$ cat src/rtl/fsg_pkg.sv
package fsg_pkg;
  // Gate wanted for one single-ended output.
  function automatic logic gate_want(input logic en, input logic stop_ok, input logic stop);
    return en & ~(stop_ok & stop);
  endfunction

  // Active select code.
  function automatic logic [7:0] pick_sel(input logic ovr, input logic [7:0] strap_v,
                                          input logic [7:0] sw_v);
    return ovr ? sw_v : strap_v;
  endfunction
endpackage

$ cat src/rtl/fsel_latch.sv
module fsel_latch #(
  parameter int SEL_W = 5
) (
  input  logic             clk,
  input  logic             rst_n,
  input  logic             strobe_n,
  input  logic [SEL_W-1:0] strap,
  output logic [SEL_W-1:0] latched
);
  logic capture;
  assign capture = ~strobe_n;

  always_ff @(posedge clk or negedge rst_n) begin
    if (!rst_n)       latched <= '0;
    else if (capture) latched <= strap;
  end

  assert_capture_R1: assert property (@(posedge clk) disable iff (!rst_n)
    capture |=> latched == $past(strap));
  assert_hold_R2: assert property (@(posedge clk) disable iff (!rst_n)
    strobe_n |=> $stable(latched));
endmodule

$ cat src/rtl/se_gate_bank.sv
module se_gate_bank #(
  parameter int N = 3
) (
  input  logic         clk,
  input  logic         rst_n,
  input  logic [N-1:0] en,
  input  logic [N-1:0] stop_ok,
  input  logic         stop_req,
  input  logic [N-1:0] src,
  output logic [N-1:0] gate,
  output logic [N-1:0] clk_out
);
  import fsg_pkg::*;

  logic [N-1:0] want;
  logic [N-1:0] low_phase;

  for (genvar i = 0; i < N; i++) begin : g_out
    assign want[i]      = gate_want(en[i], stop_ok[i], stop_req);
    assign low_phase[i] = ~src[i];

    always_ff @(posedge clk or negedge rst_n) begin
      if (!rst_n)            gate[i] <= 1'b0;
      else if (low_phase[i]) gate[i] <= want[i];
    end

    assign clk_out[i] = src[i] & gate[i];

    assert_phase_hold_R8: assert property (@(posedge clk) disable iff (!rst_n)
      src[i] |=> $stable(gate[i]));
    assert_disabled_R5: assert property (@(posedge clk) disable iff (!rst_n)
      (low_phase[i] && !en[i]) |=> !gate[i]);
    assert_free_run_R6: assert property (@(posedge clk) disable iff (!rst_n)
      (low_phase[i] && en[i] && !stop_ok[i]) |=> gate[i]);
    assert_stopped_R7: assert property (@(posedge clk) disable iff (!rst_n)
      (low_phase[i] && en[i] && stop_ok[i] && stop_req) |=> !gate[i]);
  end
endmodule

$ cat src/rtl/clk_fsel_gate.sv
module clk_fsel_gate #(
  parameter int SEL_W  = 5,
  parameter int N_PCIF = 3,
  parameter int N_REF  = 2,
  parameter int N_CPU  = 2
) (
  input  logic              clk,
  input  logic              rst_n,
  input  logic              strobe_n,
  input  logic [SEL_W-1:0]  strap,
  input  logic              ovr_sel,
  input  logic [SEL_W-1:0]  sw_sel,
  input  logic              stop_req,
  input  logic [N_PCIF-1:0] pcif_en,
  input  logic [N_PCIF-1:0] pcif_stop_ok,
  input  logic [N_PCIF-1:0] pcif_src,
  input  logic [N_REF-1:0]  ref_en,
  input  logic [N_REF-1:0]  ref_src,
  input  logic [N_CPU-1:0]  cpu_en,
  input  logic              ssc_en,
  output logic [SEL_W-1:0]  act_sel,
  output logic [SEL_W-1:0]  latched_sel,
  output logic [N_PCIF-1:0] pcif_gate,
  output logic [N_PCIF-1:0] pcif_out,
  output logic [N_REF-1:0]  ref_gate,
  output logic [N_REF-1:0]  ref_out,
  output logic [N_CPU-1:0]  cpu_oe,
  output logic              ssc_on
);
  import fsg_pkg::*;

  localparam int PADW = 8 - SEL_W;

  logic [7:0] sel_wide;

  fsel_latch #(.SEL_W(SEL_W)) u_latch (
    .clk(clk), .rst_n(rst_n), .strobe_n(strobe_n), .strap(strap), .latched(latched_sel)
  );

  assign sel_wide = pick_sel(ovr_sel, {{PADW{1'b0}}, latched_sel}, {{PADW{1'b0}}, sw_sel});
  assign act_sel  = sel_wide[SEL_W-1:0];

  se_gate_bank #(.N(N_PCIF)) u_pcif (
    .clk(clk), .rst_n(rst_n), .en(pcif_en), .stop_ok(pcif_stop_ok), .stop_req(stop_req),
    .src(pcif_src), .gate(pcif_gate), .clk_out(pcif_out)
  );

  se_gate_bank #(.N(N_REF)) u_ref (
    .clk(clk), .rst_n(rst_n), .en(ref_en), .stop_ok({N_REF{1'b0}}), .stop_req(stop_req),
    .src(ref_src), .gate(ref_gate), .clk_out(ref_out)
  );

  assign cpu_oe = cpu_en;
  assign ssc_on = ssc_en;

  assert_ref_ignores_stop_R10: assert property (@(posedge clk) disable iff (!rst_n)
    (ref_en[0] && !ref_src[0]) |=> ref_gate[0]);
endmodule

$ cat config.mk
export PLATFORM = sky130hd
export DESIGN_NAME = clk_fsel_gate
export DESIGN_NICKNAME = d
export VERILOG_FILES = /design/src/rtl/fsg_pkg.sv /design/src/rtl/fsel_latch.sv /design/src/rtl/se_gate_bank.sv /design/src/rtl/clk_fsel_gate.sv
export SDC_FILE = /design/constraint.sdc
export NUM_CORES = 1
export LEC_CHECK = 0
export CAP_MARGIN = 15
export CORE_MARGIN = 2
export CORE_UTILIZATION = 27
export DETAILED_ROUTE_END_ITERATION = 12
export PLACE_DENSITY_LB_ADDON = 0.08
export SLEW_MARGIN = 30
export SYNTH_ARGS = -nofsm -noshare
export SYNTH_HDL_FRONTEND = slang
export SYNTH_SLANG_ARGS = --single-unit
$ cat constraint.sdc
create_clock -name clk -period 1 [get_ports clk]
set_input_delay 0.2 -clock clk [delete_from_list [all_inputs] [get_ports clk]]
set_output_delay 0.2 -clock clk [all_outputs]
set_load 0.03 [all_outputs]
==> reports/summary.txt, run 1 <==
status: finished with violations
failing checks: negative setup slack
DP Worst Slack: -0.901 ns
startpoint types: flip-flop
htree depth: 1
starting density of the core: 28.6%
LEAKAGE: 0.586 nW
Avg Inst Size Synth: 12.5 sq um
largest net degree at the start of global routing: 11
placer congestion estimate: 0.626
# DRC: 0
crit end category: output pin
largest fanout on the critical path: 2
post-layout util: 70.8%
Max IR drop VDD: 0.797 mV
Pre-Repair DR Iteration Count: 2
fin crit period: 1.27 ns
CTS sink count: 10
Max Root-Sink Buffers: 2
Nets: 134
Overall Global Routing Usage: 14.5%
Pwr Total: 1.42 mW
CTS buffer count: 3
slew at the pin closest to its max-slew limit: 0.287 ns
Synth-to-Final Area Change: 148%
wire per inst: 12.1 microns
Port Buffers: 47
Clock Pin Slew Worst Setup and Hold Paths: 0.07 ns
switching part of the total power: 30.2%
CP required: 0.80 ns
NetSw: 0.429 mW
Antenna Nets Post-Route: 0
Final Non-Filler Cells: 127
Clock Skews: 0 ns
CTS root buffer: clkbuf_4
Gate power share: 47.0%
Seq/Total Area, Yosys: 51.3%
die width: 46.5 microns
via count: 523
crit path DAT: 1.07 ns
first-pass GRT wire length: 2220 microns
most frequent cells in the layout: buf_6, clkdlybuf4s50_1, mux2_4, dfrtp_2, buf_4
max-slew violations: 0
unrepaired setup endpoints after global routing: yes
fmax: 789 MHz
worst setup path startpoint: u_latch.latched[4]
vias in the first global route: 555
CTS tree: yes
Hold Path Class: primary input to async pin
starting DRC count in detailed routing: 7
gr ovfl total: 0
Max-Cap Viols: 0
count of cell types in the netlist: 8
Pint: 0.994 mW
most common cell after layout, fill and taps aside: buf_6
post-synthesis register bit count: 10
DP Cell Count: 114
initial antenna violation count: 0
die height: 46.5 microns
Cell Area, Synth: 488 sq um
final setup vio count: 20
die area: 0.00216 sq mm
# diodes: 0
# rows: 15
Worst Setup Path Type: flip-flop to output pin
Crit Reg-Reg Startpoint: u_latch.latched[3]
worst skew pair latency: 0.25 ns
drt via density: 4.12
DP HPWL: 1120 microns
Flop pwr share: 33.5%
IO Count: 54
final hold violation count: 0
Post-Synthesis Cells: 39
Final Cycle Share: 127%
Post-Syn Nets: 70
Yosys warning total: 0
Total Wirelength: 1540 microns
Core ar.: 0.00171 sq mm
Worst slew margin: 80.9%
layout cell share with drive strength beyond 1: 60.8%
Clock power frac: 19.6%
Final WS setup: -0.268 ns
PD cells: 1180 mW/mm^2
==> critical path, cell delays in order (launching register included) <==
cell and delay (ns):
dfrtp_2 0.40, mux2_4 0.27, buf_6 0.14
==> Yosys cell counts <==
cell type / count / area [sq um]
dfrtp_1: 10 / 250
mux2_1: 10 / 113
and2_1: 5 / 31.3
a31o_2: 3 / 26.3
buf_4: 3 / 22.5
inv_1: 3 / 11.3
nand2_1: 3 / 11.3
mux2_2: 2 / 22.5
==> registers in the layout, summed over array words and instances, names as in the netlist <==
register and flops:
u_latch.latched 5, u_pcif.gate 3, u_ref.gate 2
==> metrics by stage <==
stage / hold WS (ns) / instance area [sq um] / setup TNS (ns)
CTS: 0.236 / 1170 / -3.04
global placement: 0.401 / 1010 / -7.49
global route: 0.248 / 1210 / -3.75
finish: 0.231 / 1210 / -3.09
detailed placement: 0.401 / 1010 / -7.54
floorplan: -0.0956 / 526 / -0.0372
==> worst paths after layout <==
check / end / slack, ns / depth (start not counted)
setup / recovery: act_sel[4] / -0.27 / 2
min in group clk: u_pcif.gate[2] / 0.30 / 3
max in group asynchronous: u_latch.latched[2] / 0.61 / 2
hold reg to reg: u_latch.latched[1] / 0.60 / 2
hold / removal: u_latch.latched[4] / 0.23 / 2
setup reg to reg: u_latch.latched[3] / 0 / 3
==> timing repair <==
action,in CTS,in global routing
gates resized for setup,66,6
setup buffers,6,7
endpoints found under the hold margin,0,0
hold buffers,0,0
setup endpoints to repair,25,22
==> cell type report <==
class                      count  area (sq um)
timing repair buffer          62           638
multi-input combinational     23           243
inverter                       3          11.3
sequential                    10           259
fill                         129           499
tap                           25          31.3
clock buffer                   4          26.3
==> power by group through the flow <==
stage | Clock (mW) | Sequential [mW] | Combinational (mW)
CTS | 0.293 | 0.476 | 0.646
global route | 0.311 | 0.481 | 0.704
global placement | 0 | 0.479 | 0.535
detailed placement | 0 | 0.480 | 0.538
floorplan | 0 | 0.563 | 0.192
finish | 0.278 | 0.476 | 0.669
==> kinds of logic (layout without fill, tap and decap cells) <==
group	after synthesis	in the layout	synth area share, %
flops	10	10	51.3
compound gates	3	3	5.39
mux	12	12	27.7
simple gates	8	8	8.72
buf+inv	6	69	6.92
==> layer usage <==
metal / share of wire, % / up-vias / global-route usage [%]
met2: 52 / 31 / 27.5
met4: 0 / 0 / 5.14
met5: 0 / - / 0
met1: 37 / 236 / 15.2
li1: - / 256 / -
met3: 11 / 0 / 3.53
No activity file was read; power rests on OpenSTA's default activity.
==> run 2: changes to the inputs <==
- MAX_ROUTING_LAYER: not set -> met4
==> results of run 2 <==
Final layout, timing and power as in run 1 (identical DEF).
Among the figures that moved: final weighted congestion in routability-driven placement 0.626 -> 0.631; overall routing resource usage 14.5% -> 15.0%
